### config.mk
export PLATFORM = sky130hd
export DESIGN_NAME = rstctl_regs
export DESIGN_NICKNAME = d
export VERILOG_FILES = /design/src/rtl/rstctl_pkg.sv /design/src/rtl/rstctl_cause_rec.sv /design/src/rtl/rstctl_sw_gate.sv /design/src/rtl/rstctl_regs.sv
export SDC_FILE = /design/constraint.sdc
export NUM_CORES = 1
export LEC_CHECK = 0
export BUFFER_PORTS_ARGS = -buffer_cell sky130_fd_sc_hd__buf_2
export CAP_MARGIN = 20
export CELL_PAD_IN_SITES_DETAIL_PLACEMENT = 0
export CELL_PAD_IN_SITES_GLOBAL_PLACEMENT = 1
export CORE_ASPECT_RATIO = 0.5
export CORE_MARGIN = 2
export CORE_UTILIZATION = 25
export CTS_CLUSTER_SIZE = 25
export DETAILED_ROUTE_END_ITERATION = 8
export PLACE_DENSITY = 0.87
export SYNTH_ARGS = -nofsm -noshare
export SYNTH_HDL_FRONTEND = slang
export SYNTH_SLANG_ARGS = --single-unit
### constraint.sdc
create_clock -name clk -period 1.4 [get_ports clk]
set_input_delay 0 -clock clk [delete_from_list [all_inputs] [get_ports clk]]
set_output_delay 0 -clock clk [all_outputs]
set_load 0.01 [all_outputs]
### src/rtl/rstctl_pkg.sv
package rstctl_pkg;

    localparam int unsigned DATA_W   = 32;
    localparam int unsigned ADDR_W   = 5;
    localparam int unsigned CAUSE_W  = 5;
    localparam int unsigned N_PERIPH = 2;

    // peripheral indices
    localparam int unsigned PERIPH_SPI = 0;
    localparam int unsigned PERIPH_USB = 1;

    // cause flag positions (decoded by software)
    localparam int unsigned CAUSE_POWER_ON  = 0;
    localparam int unsigned CAUSE_LP_EXIT   = 1;
    localparam int unsigned CAUSE_WATCHDOG  = 2;
    localparam int unsigned CAUSE_ESCALATE  = 3;
    localparam int unsigned CAUSE_NDM_REQ   = 4;

    typedef struct packed {
        logic en;
        logic ctl;
    } gate_state_t;

endpackage

### src/rtl/rstctl_cause_rec.sv
module rstctl_cause_rec #(
    parameter int unsigned CAUSE_W   = rstctl_pkg::CAUSE_W,
    parameter logic [CAUSE_W-1:0] RESET_VAL = CAUSE_W'(1)
) (
    input  logic               clk,
    input  logic               rst_n,
    input  logic [CAUSE_W-1:0] evt_i,
    input  logic               clr_we_i,
    input  logic [CAUSE_W-1:0] clr_mask_i,
    output logic [CAUSE_W-1:0] cause_o
);

    typedef struct packed {
        logic [CAUSE_W-1:0] flags;
    } cause_state_t;

    cause_state_t st_d, st_q;

    always_comb begin
        st_d = st_q;
        if (clr_we_i) begin
            st_d.flags = st_d.flags & ~clr_mask_i;
        end
        // a hardware event overrides a clear in the same cycle
        st_d.flags = st_d.flags | evt_i;
    end

    always_ff @(posedge clk or negedge rst_n) begin
        if (!rst_n) begin
            st_q.flags <= RESET_VAL;
        end else begin
            st_q <= st_d;
        end
    end

    assign cause_o = st_q.flags;

    // every pulsed cause is recorded at the next edge
    a_r2_evt_sets: assert property (@(posedge clk) disable iff (!rst_n)
        (|evt_i) |=> ((cause_o & $past(evt_i)) == $past(evt_i)));

    // without a clear, no flag ever drops
    a_r3_sticky: assert property (@(posedge clk) disable iff (!rst_n)
        !clr_we_i |=> ((cause_o & $past(cause_o)) == $past(cause_o)));

    // a cleared bit with no competing event reads 0 afterwards
    a_r3_clear_works: assert property (@(posedge clk) disable iff (!rst_n)
        clr_we_i |=> ((cause_o & $past(clr_mask_i & ~evt_i)) == '0));

endmodule

### src/rtl/rstctl_sw_gate.sv
module rstctl_sw_gate (
    input  logic clk,
    input  logic rst_n,
    input  logic lock_we_i,
    input  logic ctl_we_i,
    input  logic wbit_i,
    output logic en_o,
    output logic ctl_o
);
    import rstctl_pkg::*;

    gate_state_t st_d, st_q;

    always_comb begin
        st_d = st_q;
        // write-one-to-clear enable: can only fall
        if (lock_we_i && wbit_i) begin
            st_d.en = 1'b0;
        end
        if (ctl_we_i && st_q.en) begin
            st_d.ctl = wbit_i;
        end
    end

    always_ff @(posedge clk or negedge rst_n) begin
        if (!rst_n) begin
            st_q.en  <= 1'b1;
            st_q.ctl <= 1'b1;
        end else begin
            st_q <= st_d;
        end
    end

    assign en_o  = st_q.en;
    assign ctl_o = st_q.ctl;

    // once off, the enable stays off until reset
    a_r4_lock_oneway: assert property (@(posedge clk) disable iff (!rst_n)
        !en_o |=> !en_o);

    // a locked control bit never moves
    a_r6_locked_hold: assert property (@(posedge clk) disable iff (!rst_n)
        !en_o |=> $stable(ctl_o));

    // an enabled control write is captured
    a_r5_write_takes: assert property (@(posedge clk) disable iff (!rst_n)
        (ctl_we_i && en_o) |=> (ctl_o == $past(wbit_i)));

endmodule

### src/rtl/rstctl_regs.sv
module rstctl_regs #(
    parameter int unsigned DATA_W  = rstctl_pkg::DATA_W,
    parameter int unsigned ADDR_W  = rstctl_pkg::ADDR_W,
    parameter int unsigned CAUSE_W = rstctl_pkg::CAUSE_W
) (
    input  logic               clk,
    input  logic               rst_n,
    input  logic               bus_valid,
    input  logic               bus_write,
    input  logic [ADDR_W-1:0]  bus_addr,
    input  logic [DATA_W-1:0]  bus_wdata,
    output logic               bus_rvalid,
    output logic [DATA_W-1:0]  bus_rdata,
    input  logic [CAUSE_W-1:0] cause_evt,
    output logic               spi_rst_n,
    output logic               usb_rst_n
);
    import rstctl_pkg::*;

    localparam int unsigned NP        = N_PERIPH;
    localparam int unsigned WORD_B    = DATA_W / 8;
    localparam int unsigned EN_BASE   = WORD_B;
    localparam int unsigned CTL_BASE  = WORD_B * (1 + NP);
    localparam logic [ADDR_W-1:0] CAUSE_OFS = '0;

    function automatic logic [ADDR_W-1:0] en_ofs(input int unsigned idx);
        return ADDR_W'(EN_BASE + WORD_B * idx);
    endfunction

    function automatic logic [ADDR_W-1:0] ctl_ofs(input int unsigned idx);
        return ADDR_W'(CTL_BASE + WORD_B * idx);
    endfunction

    typedef struct packed {
        logic              rvalid;
        logic [DATA_W-1:0] rdata;
    } rd_state_t;

    logic               wr_req, rd_req;
    logic               cause_clr_we;
    logic [CAUSE_W-1:0] cause_q;
    logic [NP-1:0]      lock_we, ctl_we, en_w, ctl_w;
    logic [DATA_W-1:0]  rd_word;
    rd_state_t          rd_d, rd_q;
    logic               unused_wdata;

    assign wr_req       = bus_valid && bus_write;
    assign rd_req       = bus_valid && !bus_write;
    assign cause_clr_we = wr_req && (bus_addr == CAUSE_OFS);
    assign unused_wdata = ^bus_wdata[DATA_W-1:CAUSE_W];

    rstctl_cause_rec #(
        .CAUSE_W   (CAUSE_W),
        .RESET_VAL (CAUSE_W'(1) << CAUSE_POWER_ON)
    ) u_cause (
        .clk        (clk),
        .rst_n      (rst_n),
        .evt_i      (cause_evt),
        .clr_we_i   (cause_clr_we),
        .clr_mask_i (bus_wdata[CAUSE_W-1:0]),
        .cause_o    (cause_q)
    );

    for (genvar gi = 0; gi < NP; gi++) begin : g_periph
        assign lock_we[gi] = wr_req && (bus_addr == en_ofs(gi));
        assign ctl_we[gi]  = wr_req && (bus_addr == ctl_ofs(gi));

        rstctl_sw_gate u_gate (
            .clk       (clk),
            .rst_n     (rst_n),
            .lock_we_i (lock_we[gi]),
            .ctl_we_i  (ctl_we[gi]),
            .wbit_i    (bus_wdata[0]),
            .en_o      (en_w[gi]),
            .ctl_o     (ctl_w[gi])
        );
    end

    // readback decode
    always_comb begin
        rd_word = '0;
        if (bus_addr == CAUSE_OFS) begin
            rd_word[CAUSE_W-1:0] = cause_q;
        end
        for (int i = 0; i < int'(NP); i++) begin
            if (bus_addr == en_ofs(i))  rd_word[0] = en_w[i];
            if (bus_addr == ctl_ofs(i)) rd_word[0] = ctl_w[i];
        end
    end

    always_comb begin
        rd_d        = rd_q;
        rd_d.rvalid = rd_req;
        if (rd_req) begin
            rd_d.rdata = rd_word;
        end else begin
            rd_d.rdata = '0;
        end
    end

    always_ff @(posedge clk or negedge rst_n) begin
        if (!rst_n) begin
            rd_q <= '0;
        end else begin
            rd_q <= rd_d;
        end
    end

    assign bus_rvalid = rd_q.rvalid;
    assign bus_rdata  = rd_q.rdata;
    assign spi_rst_n  = ctl_w[PERIPH_SPI];
    assign usb_rst_n  = ctl_w[PERIPH_USB];

    // each read request yields one read-valid cycle
    a_r7_rvalid: assert property (@(posedge clk) disable iff (!rst_n)
        rd_req |=> bus_rvalid);

    // no read-valid without a request
    a_r7_no_spurious: assert property (@(posedge clk) disable iff (!rst_n)
        !rd_req |=> !bus_rvalid);

    // a write outside the map leaves both reset outputs alone
    a_r8_unmapped_write: assert property (@(posedge clk) disable iff (!rst_n)
        (wr_req && !(|ctl_we)) |=> ($stable(spi_rst_n) && $stable(usb_rst_n)));

endmodule

==> results.md, run 1 <==
- CTS buffer count: 3
- Die Width: 87.9 microns
- Critical Path AT: 1460 ps
- Area leader, netlist: dfrtp_1
- Most common cell after layout, fill and taps aside: conb_1
- Die height: 46.0 microns
- Internal: 677 uW
- R2R setup slack: 150 ps
- Gr usage total: 0.0745
- Syn Std Cell Area: 881 sq um
- Post-Syn Instances: 84
- I/O pin count: 81
- Count of state elements after synthesis: 15
- RSZ-0062 raised after global routing: no
- Synth area leaders: dfrtp_1, buf_4, dfstp_2, a21o_1, mux2_2
- Worst Path Buf+Inv: 2
- Initial cell density of the core: 0.259
- DRC viols: 0
- Setup violations, final: 0
- Min-delay worst type: in -> reg
- Static Leak: 0.531 nW
- DRT Wirelength: 1.47 mm
- Yosys warns: 0
- Post-Syn Area per Cell: 10.5 sq um
- DRT antenna net count: 0
- First-pass GRT wire length: 2.31 mm
- Count of different cell masters after synthesis: 26
- Share of cells above drive strength 1: 0.350
- Post-detail-place hpwl: 1.17 mm
- Switching Share: 0.244
- Worst setup EP type: register
- WL per Instance: 8.61 microns
- IO buf count: 26
- CTS tree: built
- Crit share post-route: 0.921
- Startpoint Class: primary input
- Combinational power share: 0.134
- Clk sinks: 15
- Grt ovf: 0
- NetSw: 218 uW
- Register area share after synthesis: 0.433
- Clock Path Buffers: 2
- Delay-heaviest family, CP: buffers and inverters
- Largest net degree at the start of global routing: 16
- Vias in the first global route: 565
- Minimum clock period: 1290 ps
- CP max stage cell: dlygate4sd3_1
- H-tree levels: 1
- Pre-CTS setup slack: 164 ps
- Top cell type's share of synthesized area: 0.284
- Max FO, Critical Path: 5
- CP Cell Sequence: dlygate4sd3_1, buf_2, and2_1, and3b_1, nand4_1, mux2_2
- CP peak stage delay: 530 ps
- Drt pass-1 iters: 4
- 1st-iter DRT viols: 42
- Max IR drop VDD: 0.353 mV
- Status: completed
- Clock network power share: 0.376
- Setup TNS: 0 ps
- Resize count post-CTS: 0
- Site Rows: 15
- Required @ worst endpoint: 1570 ps
- CORE AREA: 3400 sq um
- Sequential power share: 0.489
- Area Growth Syn to Fin: 23.3%
- ANT cells: 0
- Most frequent cells in the layout: conb_1, buf_2, dfrtp_1
- Via count: 620
- Final hold violation count: 0
- Initial antenna violation count: 0
- Postcts setup bufs: 0
- MaxCap Viol Count: 0
- Die area: 4040 sq um
- Clock transition at path regs: 60 ps
- Critical setup path kind: in -> reg
- Fin nets: 167
- Max-slew violations: 0
- Clk_lat worst skew: 240 ps
- PD cells: 825 nW/um^2
- Clock Skews: 0.575 ps
- Root Driver: clkbuf_8
- Fmax: 776 MHz
- Final setup margin: 111 ps
- Final RePlAce weighted congestion: 0.837
- Vias per inst: 3.63
[metrics by stage]
stage	area, sq um	instances	power [mW]	hold WS [ps]	util
2_1_floorplan	978	110	0.553	-296	-
3_3_place_gp	970	160	0.549	-88.8	0.285
3_5_place_dp	970	160	0.550	-87.0	0.285
4_1_cts	1090	171	0.914	24.6	0.320
5_1_grt	1090	171	0.947	41.9	0.320
6_report	1090	171	0.896	34.4	0.320
[worst paths after layout]
check | startpoint | end | depth (start not counted)
max | bus_write | g_periph[0].u_gate.ctl_o$_DFFE_PN1P_ | 6
min | bus_wdata[1] | u_cause.cause_o[1]$_DFF_PN0_ | 3
max reg2reg | g_periph[1].u_gate.en_o$_DFFE_PN1P_ | bus_rdata[0]$_DFF_PN0_ | 4
min reg2reg | g_periph[0].u_gate.en_o$_DFFE_PN1P_ | g_periph[0].u_gate.en_o$_DFFE_PN1P_ | 1
max in group asynchronous | rst_n | u_cause.cause_o[0]$_DFF_PN1_ | 2
min in group asynchronous | rst_n | bus_rdata[1]$_DFF_PN0_ | 2
[cell families after synthesis]
| family | count (synthesis) | share of synthesized area |
|---|---|---|
| simple gates | 27 | 0.202 |
| buf+inv | 28 | 0.234 |
| other cells | 1 | 0.00426 |
| flops | 15 | 0.433 |
| mux | 3 | 0.0383 |
| compound gates | 10 | 0.0881 |
[Yosys cell counts]
cell type / n
buf_4: 27
dfrtp_1: 10
nand2_1: 6
a21o_1: 5
and2_1: 5
dfstp_2: 5
mux2_2: 3
nand4_1: 3
nand3_1: 2
nor2_1: 2
a32oi_1: 1
and2b_1: 1
and3_1: 1
and3_2: 1
and3b_1: 1
conb_1: 1
inv_1: 1
nand3b_1: 1
nor2b_1: 1
nor3_4: 1
nor4_2: 1
nor4b_2: 1
o211a_1: 1
o21a_1: 1
o21ai_0: 1
o31a_1: 1
[cell type report]
cell class	count	area [sq um]
inverter	1	3.75
fill	349	2310
timing repair buffer	33	200
sequential	15	382
multi-input combinational	67	390
clock inverter	1	5.00
tap	51	63.8
clock buffer	3	41.3
[metal layers]
layer  up-vias  wire (microns)  track usage
met4         0               0       0.0246
met5         -               0            0
li1        306               -            -
met2        24             814        0.147
met1       290             583       0.0812
met3         0              75       0.0163
[what timing repair did]
item | 4_1_cts | 5_1_grt
endpoints found under the hold margin | 21 | 0
setup endpoints to repair | 0 | 0
hold buffers | 7 | 0
[worst reg2reg max path, delay by kind of cell, from the launching register on]
family,cells,cell delay (ps)
AND/OR/NAND/NOR,2,200
AO/OA/AOI/OAI,1,190
flip-flops,1,540
multiplexers,1,270
[flip-flops by register name, summed over array words and instances (netlist names)]
register and cells:
g_periph.u_gate.ctl_o 2, g_periph.u_gate.en_o 2, bus_rvalid 1, u_cause.cause_o 5
bus_rdata 5
[power by group through the flow]
| stage | Clock [mW] | Sequential [mW] | Combinational (mW) |
|---|---|---|---|
| 6_report | 0.337 | 0.438 | 0.120 |
| 5_1_grt | 0.373 | 0.438 | 0.135 |
| 4_1_cts | 0.356 | 0.438 | 0.120 |
| 3_5_place_dp | 0 | 0.446 | 0.104 |
| 3_3_place_gp | 0 | 0.446 | 0.103 |
| 2_1_floorplan | 0 | 0.447 | 0.106 |
No activity file was read; power rests on OpenSTA's default activity.
==> inputs of run 2 (changes only) <==
--- a/config.mk
+++ b/config.mk
@@ -14,7 +14,7 @@
 export CORE_UTILIZATION = 25
 export CTS_CLUSTER_SIZE = 25
 export DETAILED_ROUTE_END_ITERATION = 8
-export PLACE_DENSITY = 0.87
+export PLACE_DENSITY = 0.82
 export SYNTH_ARGS = -nofsm -noshare
 export SYNTH_HDL_FRONTEND = slang
 export SYNTH_SLANG_ARGS = --single-unit
==> run 2 against run 1 <==
  * Via count unchanged
  * Cell area down 0.12%
  * Combinational power about the same
  * First-iteration DRC count down 36%
  * Clock skew about the same
  * Critical path depth unchanged
  * Critical path type unchanged
==> results.md, run 2 (synthesis results as in run 1) <==
- Most frequent cells in the layout: conb_1, buf_2, dfrtp_1 (unchanged)
- H-tree levels: 1 (unchanged)
- Hold WS: 28.1 ps (was 34.4 ps)
- CTS buffer count: 3 (unchanged)
- Layout Utilization: 0.319 (was 0.320)
- CORE AREA: 3400 sq um (unchanged)
- Max FO, Critical Path: 5 (unchanged)
- Max IR drop VDD: 0.285 mV (was 0.353 mV)
- First-pass GRT wire length: 2.33 mm (was 2.31 mm)
- Worst setup EP type: register (unchanged)
- MaxCap Viol Count: 0 (unchanged)
- ANT cells: 0 (unchanged)
- Fmax: 779 MHz (was 776 MHz)
- PD cells: 826 nW/um^2 (was 825 nW/um^2)
- WL per Instance: 8.67 microns (was 8.61 microns)
- IO buf count: 26 (unchanged)
- Root Driver: clkbuf_8 (unchanged)
- Crit path depth: 6 (unchanged)
- Min-Delay Path Depth: 3 (unchanged)
- Clock transition at path regs: 60 ps (about the same)
- Cell Area, Placed: 970 sq um (unchanged)
- Worst Path Buf+Inv: 2 (unchanged)
- Fin nets: 167 (unchanged)
- Share of cells above drive strength 1: 0.342 (was 0.350)
- Resize count post-CTS: 0 (unchanged)
- Required @ worst endpoint: 1570 ps (about the same)
- Site Rows: 15 (unchanged)
- Grt ovf: 0 (unchanged)
- RSZ-0062 raised after global routing: no (unchanged)
- Die Width: 87.9 microns (unchanged)
- Vias in the first global route: 541 (was 565)
- Minimum clock period: 1280 ps (was 1290 ps)
- Min-delay worst type: in -> reg (unchanged)
- I/O pin count: 81 (unchanged)
- Post-route design area: 1080 sq um (was 1090 sq um)
- Die height: 46.0 microns (unchanged)
- Area Growth Syn to Fin: 23.2% (was 23.3%)
- Initial cell density of the core: 0.259 (unchanged)
- Post-detail-place hpwl: 1.14 mm (was 1.17 mm)
- Final hold violation count: 0 (unchanged)
- CP Cell Sequence: dlygate4sd3_1, buf_2, and2_1, and3b_1, nand4_1, mux2_2 (unchanged)
- Most common cell after layout, fill and taps aside: conb_1 (unchanged)
- Setup violations, final: 0 (unchanged)
- DRT antenna net count: 0 (unchanged)
- Initial antenna violation count: 0 (unchanged)
- CP peak stage delay: 530 ps (about the same)
- Clock Skews: 0.523 ps (was 0.575 ps)
- Final setup margin: 116 ps (was 111 ps)
- Critical Path AT: 1450 ps (was 1460 ps)
- Crit share post-route: 0.917 (was 0.921)
- Clock Path Buffers: 2 (unchanged)
- Startpoint Class: primary input (unchanged)
- Setup TNS: 0 ps (unchanged)
- Drt pass-1 iters: 4 (unchanged)
- DRC viols: 0 (unchanged)
- Gr usage total: 0.0772 (was 0.0745)
- PnR Total Power: 896 uW (about the same)
- Delay-heaviest family, CP: buffers and inverters (unchanged)
- Vias per inst: 3.63 (unchanged)
- Final std cells w/o fill: 171 (unchanged)
- Critical setup path kind: in -> reg (unchanged)
- CTS tree: built (unchanged)
- CP max stage cell: dlygate4sd3_1 (unchanged)
- Max-slew violations: 0 (unchanged)
- DRT Wirelength: 1.48 mm (was 1.47 mm)
- Clk_lat worst skew: 240 ps (about the same)
- Static Leak: 0.529 nW (was 0.531 nW)
- Pre-CTS setup slack: 151 ps (was 164 ps)
- Die area: 4040 sq um (unchanged)
- 1st-iter DRT viols: 27 (was 42)
- Status: completed (unchanged)
- Placed cells: 160 (unchanged)
- Via count: 620 (unchanged)
- Final RePlAce weighted congestion: 0.797 (was 0.837)
- Reg2reg path depth: 4 (unchanged)
- Largest net degree at the start of global routing: 16 (unchanged)
- Clk sinks: 15 (unchanged)
## run 2: cell types whose count changed in the layout (fill, tap and decap cells not counted), sizes merged
| cell | delta |
|---|---|
| clkbuf | +1 |
| clkinv | -1 |
## run 2: power by group
part | total (mW) | switching, mW | leakage (nW) | internal [mW]
clock | 0.338 | 0.137 | 0.0228 | 0.201
combinational | 0.119 | 0.0762 | 0.336 | 0.0432
sequential | 0.439 | 0.000822 | 0.169 | 0.438
total | 0.896 | 0.214 | 0.529 | 0.682
## run 2: repair_timing
item / 4_1_cts / 5_1_grt
hold endpoints to repair: 21 / 0
setup buffers: 0 / 0
hold buffers: 7 / 0
## run 2: path summary, 6_finish.rpt
kind                       slack, ps                              endpoint                           startpoint
max                              120  g_periph[0].u_gate.ctl_o$_DFFE_PN1P_                            bus_write
max in group asynchronous        930  g_periph[1].u_gate.ctl_o$_DFFE_PN1P_                                rst_n
max reg2reg                      140                bus_rdata[0]$_DFF_PN0_  g_periph[1].u_gate.en_o$_DFFE_PN1P_
min                               30          u_cause.cause_o[2]$_DFF_PN0_                         bus_wdata[2]
min reg2reg                      470          u_cause.cause_o[2]$_DFF_PN0_         u_cause.cause_o[2]$_DFF_PN0_
min in group asynchronous        190                bus_rdata[3]$_DFF_PN0_                                rst_n
## run 2: area by class of cell
class	count	area [sq um]
Sequential cell	15	382
Multi-Input combinational cell	67	390
Fill cell	334	2310
Timing Repair Buffer	33	200
Tap cell	51	63.8
Clock buffer	4	45.0
Inverter	1	3.75
## run 2: layer usage
metal | track usage | vias to the layer above | share of wire
met5 | 0 | - | 0
li1 | - | 305 | -
met3 | 0.0290 | 0 | 0.072
met1 | 0.0822 | 287 | 0.40
met4 | 0.0277 | 0 | 0
met2 | 0.144 | 28 | 0.53
## run 2: tightest hold or removal path: stages
cell and delay (ps):
buf_2 90, nand2_1 50, a21o_1 100
==> inputs of run 3 (changes only) <==
--- a/config.mk
+++ b/config.mk
@@ -14,6 +14,7 @@
 export CORE_UTILIZATION = 25
 export CTS_CLUSTER_SIZE = 25
 export DETAILED_ROUTE_END_ITERATION = 8
+export GPL_TIMING_DRIVEN = 0
 export PLACE_DENSITY = 0.82
 export SYNTH_ARGS = -nofsm -noshare
 export SYNTH_HDL_FRONTEND = slang
==> run 3 against run 2 <==
  * Sequential cell count unchanged
  * Hold slack got worse by 8.5 ps
  * Largest cell class is now non-clock buffers
  * Cell area increased by 19%
  * First-iteration DRC count increased by 150%
==> results.md, run 3 (synthesis results as in run 1) <==
- Setup TNS: 0 ps (unchanged)
- Required @ worst endpoint: 1580 ps (was 1570 ps)
- Internal: 729 uW (was 682 uW)
- Fillers: 314 (was 334)
- Clock network power share: 0.373 (was 0.377)
- Clk sinks: 15 (unchanged)
- Final std cells w/o fill: 198 (was 171)
- R2R Path End: bus_rdata[0]$_DFF_PN0_ (unchanged)
- ANT cells: 0 (unchanged)
- Fmax: 769 MHz (was 779 MHz)
- Worst setup EP type: register (unchanged)
- Placed cells: 187 (was 160)
- Minimum clock period: 1300 ps (was 1280 ps)
- Setup violations, final: 0 (unchanged)
- Final RePlAce weighted congestion: 0.838 (was 0.797)
- CP Cell Sequence: dlygate4sd3_1, buf_2, and2_1, and3b_1, nand4_1, mux2_2 (unchanged)
- Vias in the first global route: 578 (was 541)
- Clock Path Buffers: 2 (unchanged)
- Static Leak: 0.675 nW (was 0.529 nW)
- Worst Min Path Start: bus_wdata[2] (unchanged)
- Clock Skews: 4.92 ps (was 0.523 ps)
- PnR Total Power: 984 uW (was 896 uW)
- DRC viols: 0 (unchanged)
- Die height: 46.0 microns (unchanged)
- CP peak stage delay: 530 ps (about the same)
- Clk_lat worst skew: 250 ps (was 240 ps)
- Critical setup path kind: in -> reg (unchanged)
- H-tree levels: 1 (unchanged)
- Site Rows: 15 (unchanged)
- Post-detail-place hpwl: 1.26 mm (was 1.14 mm)
- CTS tree: built (unchanged)
- Die area: 4040 sq um (unchanged)
- Area Growth Syn to Fin: 46.6% (was 23.2%)
- Pre-CTS setup slack: 170 ps (was 151 ps)
- Sequential power share: 0.445 (was 0.490)
- RSZ-0062 raised after global routing: no (unchanged)
- First-pass GRT wire length: 2.54 mm (was 2.33 mm)
- IO buf count: 26 (unchanged)
- Vias per inst: 3.50 (was 3.63)
- Largest net degree at the start of global routing: 16 (unchanged)
- Combinational power share: 0.182 (was 0.133)
- Gr usage total: 0.0862 (was 0.0772)
- CTS Hold Bufs: 7 (unchanged)
- 1st-iter DRT viols: 67 (was 27)
- Reg2reg path depth: 4 (unchanged)
- Drt pass-1 iters: 4 (unchanged)
- DRT antenna net count: 0 (unchanged)
- R2R setup slack: 160 ps (was 140 ps)
- Postcts setup bufs: 0 (unchanged)
- Via count: 693 (was 620)
- Crit share post-route: 0.928 (was 0.917)
- Fin nets: 194 (was 167)
- NetSw: 255 uW (was 214 uW)
- Initial cell density of the core: 0.259 (unchanged)
- Final setup margin: 100 ps (was 116 ps)
- Reg2reg start: g_periph[1].u_gate.en_o$_DFFE_PN1P_ (unchanged)
- Resize count post-CTS: 0 (unchanged)
- CORE AREA: 3400 sq um (unchanged)
- Root Driver: clkbuf_8 (unchanged)
- CP max stage cell: dlygate4sd3_1 (unchanged)
- Worst Hold End: u_cause.cause_o[2]$_DFF_PN0_ (unchanged)
- PD cells: 762 nW/um^2 (was 826 nW/um^2)
- Final hold violation count: 0 (unchanged)
- CTS buffer count: 3 (unchanged)
- MaxCap Viol Count: 0 (unchanged)
- I/O pin count: 81 (unchanged)
- Max FO, Critical Path: 5 (unchanged)
- Min-Delay Path Depth: 3 (unchanged)
- Share of cells above drive strength 1: 0.469 (was 0.342)
- Clock transition at path regs: 70 ps (was 60 ps)
- Die Width: 87.9 microns (unchanged)
- DRT Wirelength: 1.69 mm (was 1.48 mm)
- Critical Path AT: 1480 ps (was 1450 ps)
- WL per Instance: 8.53 microns (was 8.67 microns)
- Switching Share: 0.259 (was 0.239)
- Startpoint Class: primary input (unchanged)
- Status: completed (unchanged)
- Min-delay worst type: in -> reg (unchanged)
- Max-slew violations: 0 (unchanged)
- Grt ovf: 0 (unchanged)
- Most frequent cells in the layout: buf_4, conb_1, buf_2 (was conb_1, buf_2, dfrtp_1)
- Max IR drop VDD: 0.377 mV (was 0.285 mV)
- Layout Utilization: 0.380 (was 0.319)
- Initial antenna violation count: 0 (unchanged)
[run 3: metal layers]
layer  GRT usage  part of all wire
met2       0.158              0.50
met5           0                 0
met1      0.0930              0.41
met4      0.0462             0.011
met3      0.0254             0.081
[run 3: through the flow]
step | hold slack, ps | cell area (sq um)
floorplan | -296 | 978
global placement | -89.0 | 1170
detailed placement | -80.1 | 1170
CTS | 14.2 | 1290
global route | 39.0 | 1290
finish | 19.6 | 1290
[run 3: final cells by class]
cell class                 count  area [sq um]  area share
clock inverter                 1          7.51     0.00581
sequential                    15           382       0.296
inverter                       1          3.75     0.00291
clock buffer                   3          41.3      0.0320
multi-input combinational     67           390       0.302
timing repair buffer          33           200       0.155
tap                           51          63.8      0.0494
buffer                        27           203       0.157
[run 3: worst max-delay path: cells and delay by family]
family                 cells  cell delay (ps)
buffers and inverters      2              650
AND/OR/NAND/NOR            3              480
multiplexers               1              340
[run 3: power groups by stage]
stage                     sequential, mW  combinational [mW]  clock, mW
final                              0.438               0.179      0.367
after global routing               0.438               0.196      0.397
after CTS                          0.438               0.176      0.375
after detailed placement           0.446               0.161          0
after global placement             0.446               0.159          0
after floorplan                    0.447               0.106          0
[run 3: worst max-delay path by stage]
stage / start / slack (ps) / cells past startpoint / end
finish: bus_write / 100 / 6 / g_periph[0].u_gate.ctl_o$_DFFE_PN1P_
global route: bus_write / 40 / 6 / g_periph[0].u_gate.ctl_o$_DFFE_PN1P_
CTS: bus_write / 110 / 6 / g_periph[0].u_gate.ctl_o$_DFFE_PN1P_
detailed placement: g_periph[1].u_gate.en_o$_DFFE_PN1P_ / 170 / 4 / bus_rdata[0]$_DFF_PN0_
global placement: g_periph[1].u_gate.en_o$_DFFE_PN1P_ / 190 / 4 / bus_rdata[0]$_DFF_PN0_
floorplan: g_periph[1].u_gate.en_o$_DFFE_PN1P_ / 240 / 4 / bus_rdata[0]$_DFF_PN0_
